### config.mk
export PLATFORM = sky130hd
export DESIGN_NAME = acq_sequencer
export DESIGN_NICKNAME = d
export VERILOG_FILES = /design/src/rtl/acq_pkg.sv /design/src/rtl/acq_interval_timer.sv /design/src/rtl/acq_conv_counter.sv /design/src/rtl/acq_scan_seq.sv /design/src/rtl/acq_result_fifo.sv /design/src/rtl/acq_sequencer.sv
export SDC_FILE = /design/constraint.sdc
export NUM_CORES = 1
export LEC_CHECK = 0
export ABC_AREA = 1
export BUFFER_PORTS_ARGS = -buffer_cell sky130_fd_sc_hd__buf_2
export CELL_PAD_IN_SITES_DETAIL_PLACEMENT = 0
export CELL_PAD_IN_SITES_GLOBAL_PLACEMENT = 2
export CORE_MARGIN = 2
export CORE_UTILIZATION = 35
export CTS_CLUSTER_DIAMETER = 60
export DETAILED_ROUTE_END_ITERATION = 7
export PLACE_DENSITY = 0.81
export SYNTH_ARGS = -nofsm -noshare
export SYNTH_HDL_FRONTEND = slang
export SYNTH_SLANG_ARGS = --single-unit
### constraint.sdc
create_clock -name clk -period 5.1 [get_ports clk]
set_clock_uncertainty 0.15 [all_clocks]
set_input_delay 1.02 -clock clk [delete_from_list [all_inputs] [get_ports clk]]
set_output_delay 1.02 -clock clk [all_outputs]
set_load 0.02 [all_outputs]
### src/rtl/acq_pkg.sv
package acq_pkg;
  localparam int ADC_W  = 12;
  localparam int OUT_W  = 16;
  localparam int CHAN_W = 4;
  localparam int GAIN_W = 2;
  localparam int CTL_W  = 6;
  localparam int ENT_W  = CHAN_W + GAIN_W + 1;

  typedef struct packed {
    logic fmt_unsigned;  // bit 5
    logic wide_cnt;      // bit 4
    logic scan_div;      // bit 3
    logic scan_en;       // bit 2
    logic dma_en;        // bit 1
    logic acq_en;        // bit 0
  } acq_ctl_t;

  typedef struct packed {
    logic              last;
    logic [GAIN_W-1:0] gain;
    logic [CHAN_W-1:0] chan;
  } scan_ent_t;

  // Offset-binary code -> stored word
  function automatic logic [OUT_W-1:0] fmt_result(input logic [ADC_W-1:0] code,
                                                  input logic straight);
    logic [ADC_W-1:0] flipped;
    flipped = {~code[ADC_W-1], code[ADC_W-2:0]};
    if (straight) return {{(OUT_W-ADC_W){1'b0}}, code};
    return {{(OUT_W-ADC_W){flipped[ADC_W-1]}}, flipped};
  endfunction
endpackage

### src/rtl/acq_interval_timer.sv
module acq_interval_timer #(
  parameter int W = 16
) (
  input  logic         clk,
  input  logic         rst_n,
  input  logic         load,
  input  logic         run,
  input  logic [W-1:0] reload,
  output logic         tick
);
  logic [W-1:0] cnt_q;

  assign tick = run && (cnt_q == '0);

  always_ff @(posedge clk) begin
    if (!rst_n)          cnt_q <= '0;
    else if (load)       cnt_q <= reload;
    else if (run) begin
      if (cnt_q == '0)   cnt_q <= reload;
      else               cnt_q <= cnt_q - 1'b1;
    end
  end
endmodule

### src/rtl/acq_conv_counter.sv
module acq_conv_counter #(
  parameter int SEG_W = 16
) (
  input  logic               clk,
  input  logic               rst_n,
  input  logic               load,
  input  logic [2*SEG_W-1:0] load_val,
  input  logic               dec,
  input  logic               wide,
  output logic               at_terminal
);
  logic [SEG_W-1:0] lo_q, hi_q;
  logic             lo_zero;

  assign lo_zero     = (lo_q == '0);
  assign at_terminal = lo_zero && (!wide || (hi_q == '0));

  always_ff @(posedge clk) begin
    if (!rst_n) begin
      lo_q <= '0;
      hi_q <= '0;
    end else if (load) begin
      lo_q <= load_val[SEG_W-1:0];
      hi_q <= load_val[2*SEG_W-1:SEG_W];
    end else if (dec) begin
      lo_q <= lo_q - 1'b1;
      if (wide && lo_zero) hi_q <= hi_q - 1'b1;
    end
  end
endmodule

### src/rtl/acq_scan_seq.sv
module acq_scan_seq
  import acq_pkg::*;
#(
  parameter int DEPTH = 16,
  parameter int DIV_W = 8,
  localparam int AW = $clog2(DEPTH)
) (
  input  logic             clk,
  input  logic             rst_n,
  input  logic             wr_en,
  input  logic [AW-1:0]    wr_addr,
  input  scan_ent_t        wr_data,
  input  logic             restart,
  input  logic             conv,
  input  logic             scan_en,
  input  logic             scan_div,
  input  logic [DIV_W-1:0] div_val,
  output scan_ent_t        cur_ent,
  output logic [AW-1:0]    ptr,
  output logic             advance
);
  scan_ent_t        mem_q [DEPTH];
  logic [AW-1:0]    ptr_q;
  logic [DIV_W-1:0] divc_q;
  logic             div_hit;

  for (genvar g = 0; g < DEPTH; g++) begin : g_ent
    always_ff @(posedge clk) begin
      if (!rst_n)                          mem_q[g] <= '0;
      else if (wr_en && wr_addr == AW'(g)) mem_q[g] <= wr_data;
    end
  end

  assign div_hit = (divc_q == div_val);
  assign advance = conv && scan_en && (!scan_div || div_hit);
  assign cur_ent = scan_en ? mem_q[ptr_q] : mem_q[0];
  assign ptr     = ptr_q;

  always_ff @(posedge clk) begin
    if (!rst_n || restart) begin
      ptr_q  <= '0;
      divc_q <= '0;
    end else begin
      if (conv && scan_en && scan_div)
        divc_q <= div_hit ? '0 : divc_q + 1'b1;
      if (advance)
        ptr_q <= (mem_q[ptr_q].last || ptr_q == AW'(DEPTH-1)) ? '0 : ptr_q + 1'b1;
    end
  end
endmodule

### src/rtl/acq_result_fifo.sv
module acq_result_fifo #(
  parameter int DEPTH = 8,
  parameter int W = 16,
  localparam int AW = $clog2(DEPTH),
  localparam int CW = $clog2(DEPTH+1)
) (
  input  logic         clk,
  input  logic         rst_n,
  input  logic         push,
  input  logic [W-1:0] push_data,
  input  logic         pop,
  input  logic         ovf_clr,
  output logic [W-1:0] dout,
  output logic         empty,
  output logic         overflow
);
  logic [W-1:0]  mem_q [DEPTH];
  logic [AW-1:0] wp_q, rp_q;
  logic [CW-1:0] cnt_q;
  logic          full, push_ok, pop_ok;

  assign full    = (cnt_q == CW'(DEPTH));
  assign empty   = (cnt_q == '0);
  assign push_ok = push && !full;
  assign pop_ok  = pop && !empty;
  assign dout    = mem_q[rp_q];

  always_ff @(posedge clk) begin
    if (push_ok) mem_q[wp_q] <= push_data;
  end

  always_ff @(posedge clk) begin
    if (!rst_n) begin
      wp_q     <= '0;
      rp_q     <= '0;
      cnt_q    <= '0;
      overflow <= 1'b0;
    end else begin
      if (push_ok) wp_q <= (wp_q == AW'(DEPTH-1)) ? '0 : wp_q + 1'b1;
      if (pop_ok)  rp_q <= (rp_q == AW'(DEPTH-1)) ? '0 : rp_q + 1'b1;
      cnt_q <= cnt_q + CW'(push_ok) - CW'(pop_ok);
      if (push && full) overflow <= 1'b1;
      else if (ovf_clr) overflow <= 1'b0;
    end
  end
endmodule

### src/rtl/acq_sequencer.sv
module acq_sequencer
  import acq_pkg::*;
#(
  parameter int IVL_W      = 16,
  parameter int SEG_W      = 16,
  parameter int SL_DEPTH   = 16,
  parameter int DIV_W      = 8,
  parameter int FIFO_DEPTH = 8,
  localparam int SL_AW = $clog2(SL_DEPTH),
  localparam int CNT_W = 2 * SEG_W
) (
  input  logic                 clk,
  input  logic                 rst_n,
  input  logic                 ctl_we,
  input  logic [CTL_W-1:0]     ctl_wdata,
  input  logic                 ivl_we,
  input  logic [IVL_W-1:0]     ivl_wdata,
  input  logic                 cnt_we,
  input  logic [CNT_W-1:0]     cnt_wdata,
  input  logic                 div_we,
  input  logic [DIV_W-1:0]     div_wdata,
  input  logic                 sl_we,
  input  logic [SL_AW-1:0]     sl_addr,
  input  logic [ENT_W-1:0]     sl_wdata,
  input  logic                 sw_trig,
  input  logic                 ext_trig,
  output logic                 conv_strobe,
  output logic [CHAN_W-1:0]    conv_chan,
  output logic [GAIN_W-1:0]    conv_gain,
  output logic                 busy,
  input  logic                 adc_valid,
  input  logic [ADC_W-1:0]     adc_code,
  input  logic                 fifo_rd,
  output logic [OUT_W-1:0]     fifo_dout,
  output logic                 fifo_empty,
  output logic                 dma_req,
  input  logic                 ovf_clr,
  output logic                 overflow
);
  acq_ctl_t         ctl_q;
  logic [IVL_W-1:0] ivl_q;
  logic [CNT_W-1:0] cnt_q;
  logic [DIV_W-1:0] div_q;
  logic             busy_q, done_q;

  // Named internal events
  logic             run_start, conv_evt, run_last, run_end, ptr_adv, push_evt;
  logic [OUT_W-1:0] push_data;
  logic [SL_AW-1:0] scan_ptr;
  scan_ent_t        cur_ent;
  logic             cfg_acq_en, cfg_dma_en, cfg_fmt_unsigned;

  assign cfg_acq_en       = ctl_q.acq_en;
  assign cfg_dma_en       = ctl_q.dma_en;
  assign cfg_fmt_unsigned = ctl_q.fmt_unsigned;

  assign run_start = cfg_acq_en && !busy_q && !done_q && (sw_trig || ext_trig);
  assign run_end   = conv_evt && run_last;
  assign push_evt  = adc_valid;
  assign push_data = fmt_result(adc_code, cfg_fmt_unsigned);

  always_ff @(posedge clk) begin
    if (!rst_n) begin
      ctl_q  <= '0;
      ivl_q  <= '0;
      cnt_q  <= '0;
      div_q  <= '0;
      busy_q <= 1'b0;
      done_q <= 1'b0;
    end else begin
      if (ctl_we) ctl_q <= acq_ctl_t'(ctl_wdata);
      if (ivl_we) ivl_q <= ivl_wdata;
      if (cnt_we) cnt_q <= cnt_wdata;
      if (div_we) div_q <= div_wdata;
      if (run_start)    busy_q <= 1'b1;
      else if (run_end) busy_q <= 1'b0;
      if (run_end)      done_q <= 1'b1;
      else if (ctl_we)  done_q <= 1'b0;
    end
  end

  acq_interval_timer #(.W(IVL_W)) u_timer (
    .clk    (clk),
    .rst_n  (rst_n),
    .load   (run_start),
    .run    (busy_q),
    .reload (ivl_q),
    .tick   (conv_evt)
  );

  acq_conv_counter #(.SEG_W(SEG_W)) u_count (
    .clk         (clk),
    .rst_n       (rst_n),
    .load        (run_start),
    .load_val    (cnt_q - 1'b1),
    .dec         (conv_evt),
    .wide        (ctl_q.wide_cnt),
    .at_terminal (run_last)
  );

  acq_scan_seq #(.DEPTH(SL_DEPTH), .DIV_W(DIV_W)) u_scan (
    .clk      (clk),
    .rst_n    (rst_n),
    .wr_en    (sl_we),
    .wr_addr  (sl_addr),
    .wr_data  (scan_ent_t'(sl_wdata)),
    .restart  (run_start),
    .conv     (conv_evt),
    .scan_en  (ctl_q.scan_en),
    .scan_div (ctl_q.scan_div),
    .div_val  (div_q),
    .cur_ent  (cur_ent),
    .ptr      (scan_ptr),
    .advance  (ptr_adv)
  );

  acq_result_fifo #(.DEPTH(FIFO_DEPTH), .W(OUT_W)) u_fifo (
    .clk       (clk),
    .rst_n     (rst_n),
    .push      (push_evt),
    .push_data (push_data),
    .pop       (fifo_rd),
    .ovf_clr   (ovf_clr),
    .dout      (fifo_dout),
    .empty     (fifo_empty),
    .overflow  (overflow)
  );

  assign conv_strobe = conv_evt;
  assign conv_chan   = cur_ent.chan;
  assign conv_gain   = cur_ent.gain;
  assign busy        = busy_q;
  assign dma_req     = cfg_dma_en && !fifo_empty;
endmodule

==> out/qor.yml <==
status:
  status: "completed"
worst_hold_path:
  hold_path_class: "reg -> reg"
  holdPathStages: 2
synth:
  synth_area_leaders: "edfxtp_1 (38%), dfxtp_1 (17%), nor2_1 (11%)"
  mappedNetlistNets: 2127
  ys_ff_latch: 358
  ys_warn_count: 0
  yosysTopAreaCell: "edfxtp_1"
  yosysMostFrequentCell: "nor2_1"
  synth.avg_cell_area_um2: 8.493
  synth_top_flop_cell: "edfxtp_1"
  synth_edf_count: 216
  synthCells: 2009
  synth_commonest_cells: "nor2_1 (489), nand2_1 (289), edfxtp_1 (216)"
  synth_area_mm2: 0.01706
  synth_top_area_share_pct: 38.01
  ys_async_sr_fraction_pct: 0
  synth_cell_types: 50
  seq_area_frac_synth_pct: 54.67
global_route:
  antenna_found_initial: 0
  overflow: 0
  grt_util_all_layers_pct: 18.43
  grt_max_degree: 62
  grt_pass1_wl_um: 73070
  grt_pass1_vias: 13290
floorplan:
  start_util_pct: 35.59
  io_pins: 124
  die-area_mm2: 0.05053
  core.rowCount: 80
  core_region_area_mm2: 0.04795
  fp.dieH_um: 224.8
  die_x_um: 224.8
route:
  wirelength_um: 46580
  wl_per_cell_um: 16.95
  vias: 13785
  vias_per_cell: 5.015
  drtIter0Drc: 906
  drc: 0
  ant_nets: 0
  drtPass1Iterations: 5
timing:
  period_share_pct: 82.24
  drv_slew: 0
  hold_ws_ns: 0.3072
  worst_pin_slew_ns: 1.211
  grt_setup_unrepaired: "no"
  timing.slew.headroom_pct: 18.39
  timing.final.crit_period_ns: 4.194
  setup_viol: 0
  max_freq_ghz: 0.2384
  fin_tns_setup_ns: 0
  timing.final.hold_violations: 0
flow_run:
  drv_cap: 0
placement:
  io_buffer_count: 123
  dp_hpwl_um: 31450
  place_congestion: 0.8475
layout:
  synthToLayoutAreaGrowth_pct: 15.19
  regArea_mm2: 0.009329
  nFillCells: 4825
  antenna_cells: 0
  drive_gt1_share_pct: 12.42
  finalNetCount: 2217
  multi_input_area_mm2: 0.006775
critical_path:
  cp.arrival_ns: 3.02
  path_class: "reg -> out"
  critPathLaunchType: "register"
  worst_ep_required_time_ns: 3.93
  ff2ff_path_depth: 9
  crit_fanout: 31
  end_kind: "output pin"
clock_tree:
  cts.clk_slew.worst_paths_ns: 0.06
  cts_max_path_buffers: 3
  clk_latency_ns: 0.59
  cts_sinks: 358
  cts_buffers: 44
  tritoncts: "built"
  htree_levels: 2
  hold_buffers: 0
  cts_setup_buffers: 0
  clock_tree.root_cell: "clkbuf_16"
  ctsResizeCount: 0
power:
  p_switching_w: 0.002869
  swShare_pct: 32.61
  peakVddDrop_uv: 239.5
  clockPowerShare_pct: 36.5
  p_leak_nw: 7.877
  power_frac_comb_pct: 23.8
  powerDensity_mw_per_mm2: 447.5
  p_int_w: 0.005927
  seqPwrFrac_pct: 39.7
==> layer usage <==
| metal | GRT usage [%] | vias to the layer above | share of wire [%] |
|---|---|---|---|
| met2 | 30.63 | 305 | 47 |
| met3 | 3.070 | 72 | 4.7 |
| met5 | 0 | - | 0 |
| li1 | - | 6960 | - |
| met4 | 6.153 | 0 | 2.6 |
| met1 | 24.40 | 6448 | 45 |
==> worst paths after layout <==
check | from | to | slack [ns]
worst max-delay path | register | conv_chan[0] | 0.91
worst max register to register | register | u_scan.ptr[1] | 2.31
worst min-delay path | cfg_acq_en | cfg_acq_en | 0.31
worst min register to register | cfg_acq_en | cfg_acq_en | 0.31
==> worst max-delay path, cell delays in order, from the launching register on <==
cell,delay (ns)
dfxtp_1,0.82
inv_1,0.67
o21ai_0,0.26
o221ai_1,0.14
nand3_1,0.21
nand2_1,0.09
nand2_1,0.06
nand2_1,0.04
buf_2,0.15
==> kinds of logic (layout without fill, tap and decap cells) <==
kind of cell,after synthesis,after routing,synth area share (%)
adders and majority gates,21,21,1.584
AOI/OAI and AO/OA,399,399,12.92
DFF,358,358,54.67
and+or+nand+nor,955,955,23.25
xor gates and xnor gates,37,37,1.899
buffers and inverters,239,364,5.676
==> sequential cells by signal (all words and copies together), names as in the netlist, 3 cells and up, named ones only <==
| name | cells |
|---|---|
| u_scan.mem_q | 112 |
| u_count.hi_q | 16 |
| u_fifo.wp_q | 3 |
| u_count.lo_q | 16 |
| ctl_q | 3 |
| u_fifo.rp_q | 3 |
| u_scan.divc_q | 8 |
| div_q | 8 |
| cnt_q | 32 |
| u_scan.ptr | 4 |
| u_fifo.mem_q | 104 |
| u_fifo.cnt_q | 4 |
| ivl_q | 16 |
| u_timer.cnt_q | 16 |
==> stage by stage <==
| stage | power (W) | instances | setup slack [ns] | utilization, % | instance area, um2 |
|---|---|---|---|---|---|
| final | 0.008796 | 2749 | 0.9059 | 40.99 | 19650 |
| after floorplan | 0.005086 | 2009 | 2.158 | - | 17060 |
| after CTS | 0.008908 | 2749 | 0.8724 | 40.99 | 19650 |
| after global placement | 0.005645 | 2668 | 1.586 | 37.83 | 18140 |
| after detailed placement | 0.005661 | 2668 | 1.508 | 37.83 | 18140 |
| after global routing | 0.009314 | 2749 | 0.6142 | 40.99 | 19650 |
==> cells in the final DEF, fill, tap and decap left out, types with 19 or more instances in the layout <==
cell type,n
edfxtp_1,216
nand2_1,289
a21oi_1,98
ha_1,20
dfxtp_1,142
clkbuf_16,44
nand4_1,19
a31oi_1,19
nor2_2,19
o21ai_0,204
o21ai_1,20
o221ai_1,25
xor2_1,24
inv_1,136
nor2_1,485
buf_2,122
nand3_1,102
==> power by group through the flow <==
stage	clock, W	combinational [W]	sequential, W
CTS	0.00330	0.00212	0.00349
detailed placement	0	0.00211	0.00355
global route	0.00340	0.00239	0.00352
global placement	0	0.00210	0.00355
finish	0.00321	0.00210	0.00349
floorplan	0	0.00159	0.00349
==> layout make-up <==
| class | count | area share [%] |
|---|---|---|
| flip-flops and latches | 358 | 47.47 |
| clock inverters | 23 | 1.439 |
| inverters | 148 | 2.827 |
| clock buffers | 58 | 6.277 |
| multi-input cells | 1412 | 34.47 |
| well taps | 615 | 3.915 |
| repair buffers | 135 | 3.603 |
(Power assumes the default switching activity.)
